[config.mk]
export PLATFORM = sky130hd
export DESIGN_NAME = flash_wp_filter
export DESIGN_NICKNAME = d
export VERILOG_FILES = /design/src/rtl/flash_wp_pkg.sv /design/src/rtl/wp_cfg_regs.sv /design/src/rtl/wp_range_match.sv /design/src/rtl/wp_cmd_fsm.sv /design/src/rtl/flash_wp_filter.sv
export SDC_FILE = /design/constraint.sdc
export NUM_CORES = 1
export LEC_CHECK = 0
export ABC_AREA = 1
export BUFFER_PORTS_ARGS = -buffer_cell sky130_fd_sc_hd__buf_2
export CORE_ASPECT_RATIO = 1.4
export CORE_MARGIN = 5
export CORE_UTILIZATION = 45
export DETAILED_ROUTE_END_ITERATION = 16
export HOLD_SLACK_MARGIN = 0.02
export PLACE_DENSITY = 0.68
export SETUP_SLACK_MARGIN = 0.05
export SLEW_MARGIN = 20
export SYNTH_ARGS = -nofsm -noshare
export SYNTH_HDL_FRONTEND = slang
export SYNTH_SLANG_ARGS = --single-unit
[constraint.sdc]
create_clock -name clk -period 1.8 [get_ports clk]
set_input_delay 0.18 -clock clk [delete_from_list [all_inputs] [get_ports clk]]
set_output_delay 0.18 -clock clk [all_outputs]
set_load 0.01 [all_outputs]
[src/rtl/flash_wp_pkg.sv]
package flash_wp_pkg;
    typedef enum logic [1:0] {
        ST_IDLE  = 2'd0,
        ST_PASS  = 2'd1,
        ST_BLOCK = 2'd2
    } fsm_state_t;

    localparam int CTRL_WREN_BIT  = 0;
    localparam int CTRL_GLOCK_BIT = 1;
    localparam int CTRL_RLOCK_BIT = 2;
    localparam int CTRL_TLOCK_BIT = 3;
endpackage

[src/rtl/wp_cfg_regs.sv]
module wp_cfg_regs #(
    parameter int ADDR_W     = 24,
    parameter int NUM_RANGES = 4,
    parameter int OPIDX_W    = 3,
    parameter int CFG_AW     = 4,
    parameter int CFG_DW     = 32
) (
    input  logic                                clk,
    input  logic                                rst_n,
    input  logic                                cfg_we,
    input  logic [CFG_AW-1:0]                   cfg_addr,
    input  logic [CFG_DW-1:0]                   cfg_wdata,
    input  logic                                set_err,
    output logic [NUM_RANGES-1:0][ADDR_W-1:0]   base,
    output logic [NUM_RANGES-1:0][ADDR_W-1:0]   limit,
    output logic [NUM_RANGES-1:0]               range_en,
    output logic [(1<<OPIDX_W)-1:0]             op_type,
    output logic                                wr_en,
    output logic                                gbl_lock,
    output logic                                range_lock,
    output logic                                type_lock,
    output logic                                err_flag
);
    import flash_wp_pkg::*;

    localparam int NUM_OPS   = 1 << OPIDX_W;
    localparam int A_EN      = 2 * NUM_RANGES;
    localparam int A_TYPE    = A_EN + 1;
    localparam int A_CTRL    = A_EN + 2;
    localparam int A_ERRCLR  = A_EN + 3;

    logic clr_hit;
    assign clr_hit = cfg_we && (cfg_addr == CFG_AW'(A_ERRCLR)) && cfg_wdata[0];

    always_ff @(posedge clk) begin
        if (!rst_n) begin
            base       <= '0;
            limit      <= '0;
            range_en   <= '0;
            op_type    <= '0;
            wr_en      <= 1'b0;
            gbl_lock   <= 1'b0;
            range_lock <= 1'b0;
            type_lock  <= 1'b0;
        end else if (cfg_we) begin
            for (int i = 0; i < NUM_RANGES; i++) begin
                if (!range_lock && cfg_addr == CFG_AW'(i))
                    base[i] <= cfg_wdata[ADDR_W-1:0];
                if (!range_lock && cfg_addr == CFG_AW'(NUM_RANGES + i))
                    limit[i] <= cfg_wdata[ADDR_W-1:0];
            end
            if (!range_lock && cfg_addr == CFG_AW'(A_EN))
                range_en <= cfg_wdata[NUM_RANGES-1:0];
            if (!type_lock && cfg_addr == CFG_AW'(A_TYPE))
                op_type <= cfg_wdata[NUM_OPS-1:0];
            if (cfg_addr == CFG_AW'(A_CTRL)) begin
                if (!gbl_lock)
                    wr_en <= cfg_wdata[CTRL_WREN_BIT];
                gbl_lock   <= gbl_lock   | cfg_wdata[CTRL_GLOCK_BIT];
                range_lock <= range_lock | cfg_wdata[CTRL_RLOCK_BIT];
                type_lock  <= type_lock  | cfg_wdata[CTRL_TLOCK_BIT];
            end
        end
    end

    always_ff @(posedge clk) begin
        if (!rst_n)
            err_flag <= 1'b0;
        else if (set_err)
            err_flag <= 1'b1;
        else if (clr_hit)
            err_flag <= 1'b0;
    end
endmodule

[src/rtl/wp_range_match.sv]
module wp_range_match #(
    parameter int ADDR_W     = 24,
    parameter int NUM_RANGES = 4
) (
    input  logic [ADDR_W-1:0]                   addr,
    input  logic [NUM_RANGES-1:0][ADDR_W-1:0]   base,
    input  logic [NUM_RANGES-1:0][ADDR_W-1:0]   limit,
    input  logic [NUM_RANGES-1:0]               range_en,
    output logic                                any_hit
);
    logic [NUM_RANGES-1:0] hit;

    for (genvar g = 0; g < NUM_RANGES; g++) begin : g_win
        assign hit[g] = range_en[g] && (addr >= base[g]) && (addr <= limit[g]);
    end

    assign any_hit = |hit;
endmodule

[src/rtl/wp_cmd_fsm.sv]
module wp_cmd_fsm #(
    parameter int ADDR_W  = 24,
    parameter int OPIDX_W = 3
) (
    input  logic               clk,
    input  logic               rst_n,
    input  logic               cmd_valid,
    input  logic [OPIDX_W-1:0] cmd_opidx,
    input  logic [ADDR_W-1:0]  cmd_addr,
    input  logic               deny,
    input  logic               fwd_ready,
    output logic               cmd_ready,
    output logic               fwd_valid,
    output logic [OPIDX_W-1:0] fwd_opidx,
    output logic [ADDR_W-1:0]  fwd_addr,
    output logic               blocked,
    output logic               set_err
);
    import flash_wp_pkg::*;

    fsm_state_t state, state_nx;
    logic       accept;

    assign accept  = cmd_valid && (state == ST_IDLE);
    assign set_err = accept && deny;

    always_ff @(posedge clk) begin
        if (!rst_n) begin
            state     <= ST_IDLE;
            fwd_opidx <= '0;
            fwd_addr  <= '0;
        end else begin
            state <= state_nx;
            if (accept) begin
                fwd_opidx <= cmd_opidx;
                fwd_addr  <= cmd_addr;
            end
        end
    end

    always_comb begin
        state_nx = state;
        unique case (state)
            ST_IDLE:  if (accept) state_nx = deny ? ST_BLOCK : ST_PASS;
            ST_PASS:  if (fwd_ready) state_nx = ST_IDLE;
            ST_BLOCK: state_nx = ST_IDLE;
            default:  state_nx = ST_IDLE;
        endcase
    end

    always_comb begin
        cmd_ready = 1'b0;
        fwd_valid = 1'b0;
        blocked   = 1'b0;
        unique case (state)
            ST_IDLE:  cmd_ready = 1'b1;
            ST_PASS:  fwd_valid = 1'b1;
            ST_BLOCK: blocked   = 1'b1;
            default:  ;
        endcase
    end
endmodule

[src/rtl/flash_wp_filter.sv]
module flash_wp_filter #(
    parameter int ADDR_W     = 24,
    parameter int NUM_RANGES = 4,
    parameter int OPIDX_W    = 3,
    parameter int CFG_AW     = 4,
    parameter int CFG_DW     = 32
) (
    input  logic               clk,
    input  logic               rst_n,
    input  logic               cfg_we,
    input  logic [CFG_AW-1:0]  cfg_addr,
    input  logic [CFG_DW-1:0]  cfg_wdata,
    input  logic               cmd_valid,
    output logic               cmd_ready,
    input  logic [OPIDX_W-1:0] cmd_opidx,
    input  logic [ADDR_W-1:0]  cmd_addr,
    output logic               fwd_valid,
    input  logic               fwd_ready,
    output logic [OPIDX_W-1:0] fwd_opidx,
    output logic [ADDR_W-1:0]  fwd_addr,
    output logic               blocked,
    output logic               err_flag
);
    localparam int NUM_OPS = 1 << OPIDX_W;

    logic [NUM_RANGES-1:0][ADDR_W-1:0] base;
    logic [NUM_RANGES-1:0][ADDR_W-1:0] limit;
    logic [NUM_RANGES-1:0]             range_en;
    logic [NUM_OPS-1:0]                op_type;
    logic wr_en, gbl_lock, range_lock, type_lock;
    logic range_hit, is_write, deny, set_err;

    wp_cfg_regs #(
        .ADDR_W(ADDR_W), .NUM_RANGES(NUM_RANGES), .OPIDX_W(OPIDX_W),
        .CFG_AW(CFG_AW), .CFG_DW(CFG_DW)
    ) u_regs (
        .clk(clk), .rst_n(rst_n), .cfg_we(cfg_we), .cfg_addr(cfg_addr),
        .cfg_wdata(cfg_wdata), .set_err(set_err), .base(base), .limit(limit),
        .range_en(range_en), .op_type(op_type), .wr_en(wr_en),
        .gbl_lock(gbl_lock), .range_lock(range_lock), .type_lock(type_lock),
        .err_flag(err_flag)
    );

    wp_range_match #(.ADDR_W(ADDR_W), .NUM_RANGES(NUM_RANGES)) u_match (
        .addr(cmd_addr), .base(base), .limit(limit), .range_en(range_en),
        .any_hit(range_hit)
    );

    assign is_write = op_type[cmd_opidx];
    assign deny     = is_write && (!wr_en || range_hit);

    wp_cmd_fsm #(.ADDR_W(ADDR_W), .OPIDX_W(OPIDX_W)) u_fsm (
        .clk(clk), .rst_n(rst_n), .cmd_valid(cmd_valid), .cmd_opidx(cmd_opidx),
        .cmd_addr(cmd_addr), .deny(deny), .fwd_ready(fwd_ready),
        .cmd_ready(cmd_ready), .fwd_valid(fwd_valid), .fwd_opidx(fwd_opidx),
        .fwd_addr(fwd_addr), .blocked(blocked), .set_err(set_err)
    );
endmodule

# == Word level (Yosys, flattened, before mapping) ==
# Index checks and enable logic that the tools add are counted.
# word_totals
register_bits,238
input_bits,68
output_inout_bits,31
wordCells,101
# op_classes
order_cmp,9
n_eq_ne,15
n_mux,11
bitwise_logic,4
n_reduce_logical,44
# op_table
operator,count
24-bit >= comparator,4
24-bit <= comparator,4
2-bit AND reduction,12
1-bit logical AND,23
4-bit by 3-bit == test with 1-bit output (second input constant),4
4-bit == test (second input constant),4
4-bit by 2-bit == test with 1-bit output (second input constant),2
1-bit 2-to-1 mux,6
2-bit 2-to-1 mux,3
4-bit by 1-bit == test with 1-bit output (second input constant),1
4-bit zero test,1
3-bit by 4-bit < comparator with 1-bit output (second input constant),1
2-bit one-hot mux with 2 select lines,1
4-bit OR reduction,1
1-bit binary-select mux with 3-bit select,1
1-bit zero test,3
1-bit OR,3
3-bit AND reduction,1
2-bit by 1-bit == test with 1-bit output (second input constant),1
2-bit == test (second input constant),1
2-bit zero test,1
2-bit by 1-bit != test with 1-bit output (second input constant),1
2-bit != test (second input constant),1
2-bit nonzero test,1
other kinds (2),2

# == Logic depth before layout (Yosys ltp) ==
# Gate-level depths: netlist of run 1.
# depth
ltp_word,9
ltp_mapped,18
ltp_nobuf,18

# == Hierarchy ==
# From an unflattened synthesis of run 1, not the netlist that was laid out.
# hier_totals
hier_cells,2278
hier_area_um2,15110.7
# modules_own_cells
mod,instances,cells_per_inst,area_per_inst_um2,seq_area_each_um2
wp_cfg_regs,1,1172,8376.8,4184.0
wp_range_match,1,885,5292.6,0.0
wp_cmd_fsm,1,192,1326.3,580.6
flash_wp_filter,1,29,115.1,0.0

# == Least setup slack after synthesis of run 1 ==
# OpenSTA, ideal clock, no wires.
# synth_path
kind,reg2reg
from,register u_regs.base[47] (netlist bit)
to,register u_regs.err_flag
setup_ns,0.069
arrival_ns,1.548
path_slack_ns,0.183
stages_incl_launch_ff,17
path_buffers,0
cell_sequence,dfxtp_1 -> inv_1 -> ha_1 -> nand2_1 -> nor2_2 -> nand2_1 -> nor2_1 -> nand2_1 -> nor2_1 -> nor2_1 -> nor2_2 -> nand2_1 -> nand3_2 -> inv_2 -> nand2_2 -> nand3_2 -> a21oi_2
# synth_via
elab_chain_cells,8
elab_cells_between_ends,9
# synth_lines
item,line,text
from (decl),wp_cfg_regs.sv:14,"output logic [NUM_RANGES-1:0][ADDR_W-1:0] base,"
"from (signal, indexed assignment)",wp_cfg_regs.sv:48,base[i] <= cfg_wdata[ADDR_W-1:0];
24-bit >= comparator (*),wp_range_match.sv:14,assign hit[g] = range_en[g] && (addr >= base[g]) && (addr <= limit[g]);
1-bit logical AND (*) (2 in a row),wp_range_match.sv:14,
4-bit OR reduction (*),wp_range_match.sv:17,assign any_hit = |hit;
1-bit logical OR (*),flash_wp_filter.sv:50,assign deny = is_write && (!wr_en || range_hit);
1-bit logical AND (*),flash_wp_filter.sv:50,
1-bit logical AND (*),wp_cmd_fsm.sv:25,assign set_err = accept && deny;
1-bit 2-to-1 mux / 2-bit nonzero test (equally long branches),--,
to (signal assigned),wp_cfg_regs.sv:68,err_flag <= 1'b0;
to (signal assigned),wp_cfg_regs.sv:70,err_flag <= 1'b1;
to (signal assigned),wp_cfg_regs.sv:72,err_flag <= 1'b0;
to (decl),wp_cfg_regs.sv:22,output logic err_flag
# Every way passes the cells marked *; elsewhere a longest branch is shown, timed or not.
# A chain may end at the register's enable or synchronous reset.

# == Final worst setup path of run 1 ==
# layout_path
from,register u_regs.base[63] (netlist bit)
to,register u_regs.err_flag
# Same word-level chain as after synthesis.

==> results of run 1 <==
-- power groups by stage --
stage	Combinational (W)	Clock [W]	Sequential, W
after floorplan	0.00102	0	0.00562
after CTS	0.00191	0.00488	0.00549
after global routing	0.00231	0.00508	0.00551
after global placement	0.00179	0	0.00560
final	0.00203	0.00479	0.00549
after detailed placement	0.00184	0	0.00561
-- synthesized netlist by cell type (7+ instances only) --
master    number
a21oi_1      278
inv_1        267
o21ai_0      243
dfxtp_1      238
nand2_1      228
ha_1         192
nor2_1       128
clkbuf_1      57
nand3_1       27
nor2_2        17
inv_2         12
nand4_1       12
buf_2         10
o21a_1         7
-- cells by family (layout without fill, tap and decap cells) --
kind of cell / Yosys count / after routing / synth area share
AND/OR/NAND/NOR: 423 / 423 / 0.133
adder cells (fa/ha/maj): 192 / 192 / 0.184
buffers and inverters: 347 / 546 / 0.101
AO/OA/AOI/OAI: 548 / 548 / 0.215
flip-flops: 238 / 238 / 0.366
-- path summary, 6_finish.rpt --
| path | start | endpoint | depth (start not counted) |
|---|---|---|---|
| worst max-delay path | u_regs.base[63]$_SDFFE_PN0P_ | u_regs.err_flag$_SDFFE_PN0P_ | 15 |
| worst min-delay path | cfg_wdata[21] | u_regs.base[21]$_SDFFE_PN0P_ | 3 |
| worst max register to register | u_regs.base[63]$_SDFFE_PN0P_ | u_regs.err_flag$_SDFFE_PN0P_ | 15 |
| worst min register to register | u_regs.base[16]$_SDFFE_PN0P_ | u_regs.base[16]$_SDFFE_PN0P_ | 2 |
-- flip-flops by register name, summed over array words and instances, names as in the netlist --
signal / count
u_fsm.state: 2
u_regs.wr_en: 1
u_regs.err_flag: 1
u_regs.limit: 96
u_regs.gbl_lock: 1
u_regs.base: 96
u_regs.range_en: 4
u_regs.op_type: 8
u_regs.range_lock: 1
u_fsm.fwd_opidx: 3
u_fsm.fwd_addr: 24
u_regs.type_lock: 1
-- worst reg2reg max path, delay by kind of cell (launching register included) --
family | cells | cell delay [ns]
AO/OA/AOI/OAI | 1 | 0.14
adder cells (fa/ha/maj) | 1 | 0.27
buffers and inverters | 3 | 0.29
flip-flops | 1 | 0.31
AND/OR/NAND/NOR | 10 | 0.91
-- repair_timing --
item / in CTS / in global routing
setup endpoints to repair: 3 / 7
hold buffers: 11 / 0
hold endpoints to repair: 22 / 0
pin swaps: 26 / 55
gates resized for setup: 37 / 116
setup buffers: 4 / 2
-- cells in the final DEF (no fill, tap or decap), types with 34 or more instances in the layout --
master	Yosys	routed
inv_1	267	245
buf_2	10	89
inv_2	12	34
dfxtp_1	238	224
o21ai_0	243	236
nand2_1	228	205
ha_1	192	156
nor2_1	128	103
a21oi_1	278	270
ha_4	0	36
buf_4	0	110
-- final cells by class --
type / instances / area [um2] / share of cell area
Inverter: 280 / 1050 / 0.0643
Tap cell: 375 / 469 / 0.0287
Multi-Input combinational cell: 1163 / 7630 / 0.467
Clock buffer: 34 / 689 / 0.0422
Timing Repair Buffer: 225 / 1680 / 0.103
Sequential cell: 238 / 4780 / 0.293
Clock inverter: 7 / 40.0 / 0.00245
-- metrics by stage --
step | TNS, ns | cell area, um2 | worst slack [ns]
floorplan | 0 | 13000 | 0.183
global placement | -0.930 | 14800 | -0.334
global route | -0.793 | 16300 | -0.283
detailed placement | -1.01 | 14800 | -0.354
finish | -0.496 | 16300 | -0.178
CTS | -0.479 | 15800 | -0.216
-- layer usage --
| metal | global-route usage | up-vias | part of all wire |
|---|---|---|---|
| met5 | 0 | - | 0 |
| met4 | 0.101 | 0 | 0.043 |
| met3 | 0.0299 | 95 | 0.046 |
| met2 | 0.407 | 302 | 0.50 |
| met1 | 0.261 | 5437 | 0.41 |
| li1 | - | 6129 | - |
==> flow_summary.yaml, run 1 <==
layout:
  layout-drive-gt1-share: 0.216
  final_util: 0.574
  area_growth_pct: 25.6
  antenna_cells: 0
  fillerInstances: 2651
  layout.nets: 2193
  fin_cells: 2322
setup_path:
  critPathMaxStageDelay_ns: 0.31
  critPathMaxFanout: 3
  worstPathArrival_ns: 2.44
  critPathMostFrequentCell: "nand3_2"
  cp-start-kind: "flip-flop"
  cp_slowest_cell: "dfxtp_1"
  cp_data_required_time_ns: 2.26
  crit_type: "reg2reg"
  path_buf_inv: 3
  path_delay_family: "simple AND/OR/NAND/NOR gates"
  path_cells: "inv_1 > ha_4 > nand4_1 > buf_4 > nor2_4 > nand3_2 > nor2_2 > nor2_2 > nor2_1 > nand2_1 > nand3_2 > inv_2 > nand2_2 > nand3_2 > a21oi_2"
  critPathCaptureType: "flip-flop"
  r2r_setup_slack_ns: -0.18
floorplanning:
  initial_core_util: 0.457
  rows: 73
  coreArea_um2: 28500
  die_h_um: 211
  dieArea_um2: 32500
  die_w_um: 154
  ios: 99
route:
  wire_per_inst_um: 16.1
  viasPerCell: 5.15
  dr_total_vias: 11963
  drt_wl_total_um: 37400
  dr.first_iter.drc_count: 663
  drc: 0
  firstDrtPassIters: 4
  drtAntennaViolNets: 0
yosys:
  yosysTopAreaCell: "dfxtp_1"
  synth_warnings: 0
  synth_top_flop_cell: "dfxtp_1"
  yosysSeqAreaShare: 0.366
  ys_top_cells_by_area: "dfxtp_1 (37%), ha_1 (18%), a21oi_1 (11%), o21ai_0 (9.3%), inv_1 (7.7%)"
  yosys_register_bits: 238
  yosys.cell_types.count: 31
  yosys.area.top_type_share: 0.366
  synth_area_um2: 13000
  synth-edff-count: 0
  synth_cells: 1748
  synth.avg_cell_area_um2: 7.45
  syn-num-nets: 2008
  synthArstFlopShare: 0
global_routing:
  grt_usage: 0.224
  antenna_found_initial: 0
  first_global_vias: 11663
  grt_overflow: 0
  grt_max_degree: 69
  grt_first_pass_wirelength_um: 59300
cts:
  cts_buffer_depth: 3
  cts_tree: "done"
  h-tree-depth: 1
  clock_sinks: 238
  clkTransAtPathRegs_ns: 0.06
  clock-root-buffer: "clkbuf_16"
  clk-insertion-delay-late_ns: 0.53
  cts_buffers: 25
hold_path:
  hold_class: "in2reg"
timing:
  post-route-min-period_ns: 1.98
  worst-slew-pin-transition_ns: 0.553
  fin_skew_ns: 0.00914
  fmax_mhz: 505
  rsz0062_at_grt: "true"
  maxSlewViolCount: 0
  worst_slack_ns: -0.178
  finalHoldViolCount: 0
  setup_viol: 3
  relSlewSlack: 0.631
  timing.final.crit_share: 1.10
  worst_hold_slack_ns: 0.0400
outcome:
  status: "finished, violations left"
  violations: "setup timing"
power:
  internal-power_w: 0.00890
  p_leak_nw: 6.88
  power_frac_comb: 0.165
  vdd_drop_max_mv: 0.801
  p_total_w: 0.0123
  powerDensity_nw_per_um2: 753
  switching_share: 0.277
  seq_power_share: 0.446
  p_sw_w: 0.00341
  pwr-share-clk: 0.389
placement:
  io_buffers: 90
  hpwl_um: 26800
  globalplace.congestion: 0.890
  dp_cells: 2264
job:
  maxCapViolCount: 0
(Power assumes the default switching activity.)
==> run 2: changes to the inputs <==
--- a/config.mk
+++ b/config.mk
@@ -14,6 +14,7 @@
 export HOLD_SLACK_MARGIN = 0.02
 export PLACE_DENSITY = 0.68
 export SETUP_SLACK_MARGIN = 0.05
+export SKIP_CTS_REPAIR_TIMING = 1
 export SLEW_MARGIN = 20
 export SYNTH_ARGS = -nofsm -noshare
 export SYNTH_HDL_FRONTEND = slang
==> run 2 against run 1 <==
Net effect:
- via count shrank 0.18%
- global-route usage shrank 0.26 points
- largest cell class unchanged
- sequential power is essentially flat
- wire length shrank 1.1%
- the flow still finishes with violations (setup timing)
- sequential cell count is the same
- largest power group unchanged
- die area is the same
- hold slack lost 0.014 ns
- sequential share of layout area grew 0.64 points
- non-clock buffer count shrank 7
- final area shrank 2.3%
- count of clock-buffer cells in the layout is the same
- clock power is essentially flat
==> flow_summary.yaml, run 2 (synthesized netlist as in run 1, its figures left out) <==
timing:
  finalSetupTns_ns: -0.603
  maxSlewViolCount: 0
  fin_skew_ns: 0.00809
  post-route-min-period_ns: 2.02
  finalHoldViolCount: 0
  rsz0062_at_grt: "true"
  worst_hold_slack_ns: 0.0259
  relSlewSlack: 0.634
  worst-slew-pin-transition_ns: 0.549
  timing.final.crit_share: 1.12
  setup_viol: 3
  worst_slack_ns: -0.222
  fmax_mhz: 495
setup_path:
  cp_data_required_time_ns: 2.26
  r2r_setup_slack_ns: -0.22
  r2r-end: "u_fsm.state[0]$_SDFFE_PN0P_"
  critPathCaptureType: "flip-flop"
  reg2reg_depth: 14
  cp-start-kind: "flip-flop"
  worstPathArrival_ns: 2.48
  timing.rr.start: "u_regs.limit[37]$_SDFFE_PN0P_"
  crit_type: "reg2reg"
  critPathMaxFanout: 2
floorplanning:
  rows: 73
  initial_core_util: 0.457
  die_w_um: 154
  dieArea_um2: 32500
  coreArea_um2: 28500
  ios: 99
  die_h_um: 211
cts:
  cts_buffer_depth: 3
  clk-insertion-delay-late_ns: 0.53
  clkTransAtPathRegs_ns: 0.06
  h-tree-depth: 1
  cts_buffers: 25
  clock-root-buffer: "clkbuf_16"
  cts_tree: "done"
  clock_sinks: 238
power:
  p_total_w: 0.0122
  powerDensity_nw_per_um2: 765
  vdd_drop_max_mv: 0.804
  p_leak_nw: 6.82
route:
  dr_total_vias: 11941
  wire_per_inst_um: 16.0
  drt_wl_total_um: 37000
  dr.first_iter.drc_count: 632
  firstDrtPassIters: 5
  viasPerCell: 5.16
  drtAntennaViolNets: 0
  drc: 0
  wl_met2_um: 18500
  wl_met1_um: 15100
  top_layer: "met4"
  wl_met3_um: 1900
outcome:
  status: "finished, violations left"
  violations: "setup timing"
hold_path:
  worstHoldStart: "cfg_wdata[7]"
  hold_class: "in2reg"
  holdPathStages: 3
  min_to: "u_regs.op_type[7]$_SDFFE_PN0P_"
job:
  maxCapViolCount: 0
global_routing:
  grt_usage: 0.221
  grt_overflow: 0
  grt_first_pass_wirelength_um: 58500
  first_global_vias: 11507
  antenna_found_initial: 1
  grt_max_degree: 69
layout:
  layout.nets: 2186
  area_growth_pct: 22.6
  final_util: 0.560
  final_cell_mix: "a21oi_1 (273), inv_1 (257), o21ai_0 (238), dfxtp_1 (232), nand2_1 (216)"
  mostFrequentLayoutCell: "a21oi_1"
  layout-drive-gt1-share: 0.184
  top_regs: "u_regs.base: 96 flops, u_regs.limit: 96 flops, u_fsm.fwd_addr: 24 flops"
placement:
  hpwl_um: 26800
  io_buffers: 90
  globalplace.congestion: 0.890
## run 2: cell count changes in the layout (fill, tap and decap cells not counted), moves of 7 or more
cell	delta
dlygate4sd3_1	-7
ha_4	-18
dfxtp_2	-8
nor2_2	-7
nand2_2	-13
dfxtp_1	+8
inv_1	+12
ha_1	+18
nand2_1	+11
nor2_1	+10
inv_2	-12
## run 2: worst max-delay path, stage by stage, from the launching register on
cell and delay (ns):
dfxtp_1 0.32, inv_2 0.05, ha_4 0.26, nand2_2 0.06, nor2_4 0.13, nand4_1 0.17
nor2_2 0.17, nand2_1 0.07, nand3_1 0.07, nand2_1 0.07, nand2_2 0.08, nand3_2 0.09
o21bai_1 0.18, nand2_1 0.09, a21oi_2 0.14
## run 2: per-layer routing
metal,up-vias,global-route usage
li1,6104,-
met1,5429,0.261
met2,321,0.404
met3,87,0.0281
met4,0,0.0917
met5,-,0
## run 2: report_power, final
part	switching, W	total [W]	leakage [nW]	internal (W)
combinational	0.00118	0.00195	4.53	0.000770
clock	0.00212	0.00477	0.357	0.00266
sequential	0.0000597	0.00549	1.93	0.00543
total	0.00336	0.0122	6.82	0.00886
## run 2: per-stage QoR
step	worst slack, ns	area [um2]	cells
floorplan	0.183	13000	1748
global placement	-0.334	14800	2264
detailed placement	-0.354	14800	2264
CTS	-0.270	15500	2305
global route	-0.342	16000	2316
finish	-0.222	16000	2316
## run 2: area by class of cell
type | count | area (um2)
Antenna cell | 1 | 2.50
Clock buffer | 34 | 689
Clock inverter | 7 | 40.0
Fill cell | 2699 | 12500
Inverter | 280 | 1050
Multi-Input combinational cell | 1163 | 7330
Sequential cell | 238 | 4770
Tap cell | 375 | 469
Timing Repair Buffer | 218 | 1610
## run 2: how the worst max path moves through the flow
stage	cells past startpoint	startpoint	slack (ns)	endpoint
after floorplan	16	u_regs.base[47]$_SDFFE_PN0P_	0.18	u_regs.err_flag$_SDFFE_PN0P_
after global placement	17	cmd_addr[18]	-0.33	u_regs.err_flag$_SDFFE_PN0P_
after detailed placement	17	cmd_addr[18]	-0.35	u_regs.err_flag$_SDFFE_PN0P_
after CTS	14	u_regs.base[23]$_SDFFE_PN0P_	-0.27	u_regs.err_flag$_SDFFE_PN0P_
after global routing	17	u_regs.base[57]$_SDFFE_PN0P_	-0.34	u_fsm.state[0]$_SDFFE_PN0P_
final	14	u_regs.limit[37]$_SDFFE_PN0P_	-0.22	u_fsm.state[0]$_SDFFE_PN0P_
==> run 3: changes to the inputs <==
--- a/config.mk
+++ b/config.mk
@@ -12,10 +12,11 @@
 export CORE_UTILIZATION = 45
 export DETAILED_ROUTE_END_ITERATION = 16
 export HOLD_SLACK_MARGIN = 0.02
-export PLACE_DENSITY = 0.68
+export PLACE_DENSITY = 0.67
 export SETUP_SLACK_MARGIN = 0.05
 export SKIP_CTS_REPAIR_TIMING = 1
 export SLEW_MARGIN = 20
 export SYNTH_ARGS = -nofsm -noshare
 export SYNTH_HDL_FRONTEND = slang
+export SYNTH_HIERARCHICAL = 1
 export SYNTH_SLANG_ARGS = --single-unit
==> run 3 against run 2 <==
Net effect:
- the flow still finishes with violations (setup timing)
- wire length up 29%
- critical path type unchanged
- synthesized cell count grew 30%
- critical path depth increased by 6
- die area rose by 15%
- highest routed layer is now met5
- total power up 10%
- first-iteration DRC count grew 64%
- utilization decreased by 0.30 points
- setup slack worse by 0.34 ns
- register-to-register slack lost 0.34 ns
==> flow_summary.yaml, run 3 <==
floorplanning:
  die_h_um: 227
  rows: 79
  dieArea_um2: 37400
  die_w_um: 165
  ios: 99
  coreArea_um2: 33200
  initial_core_util: 0.455
yosys:
  synth_warnings: 6
  synth-edff-count: 0
  ys_top_cells_by_area: "dfxtp_1 (32%), ha_1 (16%), nand2_1 (12%), nor2_1 (11%), inv_1 (8.1%)"
  yosysSeqAreaShare: 0.315
  yosys.area.top_type_share: 0.315
  synthArstFlopShare: 0
  synth_top_flop_cell: "dfxtp_1"
  synth.avg_cell_area_um2: 6.63
  synth_cells: 2278
  yosys.cell_types.count: 31
  synth_area_um2: 15100
  synth_most_common_cell: "nand2_1"
  yosysTopAreaCell: "dfxtp_1"
  netlist_top_cells_count: "nand2_1 (486), nor2_1 (460), inv_1 (327), dfxtp_1 (238), ha_1 (192)"
  syn-num-nets: 2538
  yosys_register_bits: 238
layout:
  layout.nets: 2679
  fin_cells: 2884
  layout-drive-gt1-share: 0.175
  area_growth_pct: 22.5
  final_cell_mix: "nand2_1 (460), nor2_1 (430), inv_1 (316), dfxtp_1 (184), nand4_1 (177)"
  antenna_cells: 0
  fillerInstances: 3289
  ff_latch_area_um2: 4830
  mostFrequentLayoutCell: "nand2_1"
  top_regs: "u_regs/base: 96 flops, u_regs/limit: 96 flops, u_fsm/fwd_addr: 24 flops"
  final_util: 0.557
  multiInputGateArea_um2: 9260
setup_path:
  cp_slowest_cell: "dfxtp_2"
  critPathMostFrequentCell: "nand2_2"
  crit_type: "reg2reg"
  critPathCaptureType: "flip-flop"
  critPathMaxFanout: 3
  worstPathArrival_ns: 2.80
  cp_data_required_time_ns: 2.23
  timing.rr.start: "u_regs/base[86]$_SDFFE_PN0P_"
  cp-start-kind: "flip-flop"
  path_cells: "inv_1 > ha_4 > nand4_1 > nor2_4 > nand3_2 > nor2_2 > nor2_1 > nor2_1 > nand2_1 > nand2_1 > inv_1 > nand2_2 > inv_2 > nand2_2 > nand2_2 > nor2_4 > inv_2 > buf_4 > nand3_2 > a21oi_2"
  path_delay_family: "simple AND/OR/NAND/NOR gates"
  path_buf_inv: 5
  critPathLaunch: "u_regs/base[86]$_SDFFE_PN0P_"
  critPathMaxStageDelay_ns: 0.33
timing:
  finalHoldViolCount: 0
  fmax_mhz: 423
  relSlewSlack: 0.578
  finalSetupTns_ns: -1.62
  worst-slew-pin-transition_ns: 0.632
  timing.final.crit_share: 1.31
  setup_viol: 3
  rsz0062_at_grt: "true"
  fin_skew_ns: 0.0126
  post-route-min-period_ns: 2.37
  worst_slack_ns: -0.566
  maxSlewViolCount: 0
power:
  p_sw_w: 0.00391
  internal-power_w: 0.00959
  p_leak_nw: 8.15
  switching_share: 0.289
  pwr-share-clk: 0.404
  vdd_drop_max_mv: 0.629
  seq_power_share: 0.408
  power_frac_comb: 0.187
  powerDensity_nw_per_um2: 729
route:
  dr_total_vias: 15159
  drc: 0
  drt_wl_total_um: 47900
  dr.first_iter.drc_count: 1036
  drtAntennaViolNets: 0
  viasPerCell: 5.26
  firstDrtPassIters: 5
  wire_per_inst_um: 16.6
cts:
  clock_sinks: 238
  clk-insertion-delay-late_ns: 0.55
  h-tree-depth: 1
  cts_buffer_depth: 3
  clock-root-buffer: "clkbuf_16"
  cts_tree: "done"
  cts_buffers: 26
  clkTransAtPathRegs_ns: 0.06
hold_path:
  hold_class: "in2reg"
  worstHoldStart: "cfg_we"
global_routing:
  first_global_vias: 14476
  grt_first_pass_wirelength_um: 74100
  grt_overflow: 0
  antenna_found_initial: 1
  grt_max_degree: 74
  grt_usage: 0.249
outcome:
  violations: "setup timing"
  status: "finished, violations left"
placement:
  io_buffers: 90
  dp_slack_ns: -0.877
  hpwl_um: 34100
  globalplace.congestion: 0.893
  dp_cells: 2804
job:
  maxCapViolCount: 0
run 3: cell types whose count changed in the layout (fill, tap and decap cells not counted), moves of 19 or more:
cell / change
o21ai_0: -227
buf_4: -19
dfxtp_1: -48
nor2_1: +317
dfxtp_2: +48
nand2_1: +244
dlygate4sd3_1: +22
nand4_1: +165
nand3_1: +64
a21oi_1: -155
inv_1: +59
run 3: through the flow:
step / power [W] / instance area, um2 / hold WS [ns]
3_3_place_gp: 0.00787 / 16700 / 0.448
5_1_grt: 0.0141 / 18500 / 0.0332
6_report: 0.0135 / 18500 / 0.0209
4_1_cts: 0.0134 / 17500 / -0.104
3_5_place_dp: 0.00793 / 16700 / 0.453
2_1_floorplan: 0.00701 / 15200 / 0.322
run 3: worst paths after layout:
| kind | to | slack [ns] | depth (start not counted) |
|---|---|---|---|
| max | u_fsm/state[0]$_SDFFE_PN0P_ | -0.57 | 20 |
| min | u_regs/wr_en$_SDFFE_PN0P_ | 0.02 | 5 |
| max reg2reg | u_fsm/state[0]$_SDFFE_PN0P_ | -0.57 | 20 |
| min reg2reg | u_regs/limit[12]$_SDFFE_PN0P_ | 0.46 | 2 |
run 3: kinds of logic after synthesis:
| family | Yosys count | synth area share |
|---|---|---|
| AO/OA/AOI/OAI | 164 | 0.0590 |
| adder cells (fa/ha/maj) | 192 | 0.159 |
| buffers and inverters | 446 | 0.117 |
| flip-flops | 238 | 0.315 |
| AND/OR/NAND/NOR | 1238 | 0.350 |
run 3: cell type report:
type | instances | share of cell area
inverters | 335 | 0.0680
clock buffers | 38 | 0.0409
clock inverters | 10 | 0.00561
repair buffers | 224 | 0.0941
multi-input cells | 1594 | 0.500
flip-flops and latches | 238 | 0.261
well taps | 445 | 0.0301
run 3: power by group through the flow:
| stage | sequential [W] | combinational, W | clock, W |
|---|---|---|---|
| after floorplan | 0.00563 | 0.00138 | 0 |
| after global placement | 0.00562 | 0.00225 | 0 |
| after detailed placement | 0.00562 | 0.00231 | 0 |
| after CTS | 0.00551 | 0.00232 | 0.00559 |
| after global routing | 0.00553 | 0.00282 | 0.00578 |
| final | 0.00551 | 0.00253 | 0.00545 |
run 3: routing by layer:
layer  global-route usage  wire (um)  vias up
li1                     -          -     7557
met4                0.122       2330        2
met3               0.0298       2420      126
met1                0.292      18700     7050
met2                0.445      24500      424
met5                    0          7        -
run 3: worst reg2reg max path, cell delays in order, from the launching register on:
cell,delay [ns]
dfxtp_2,0.33
inv_1,0.06
ha_4,0.26
nand4_1,0.24
nor2_4,0.21
nand3_2,0.10
nor2_2,0.13
nor2_1,0.05
nor2_1,0.10
nand2_1,0.05
nand2_1,0.06
inv_1,0.04
nand2_2,0.06
inv_2,0.03
nand2_2,0.05
nand2_2,0.06
nor2_4,0.11
inv_2,0.06
buf_4,0.13
nand3_2,0.05
a21oi_2,0.05
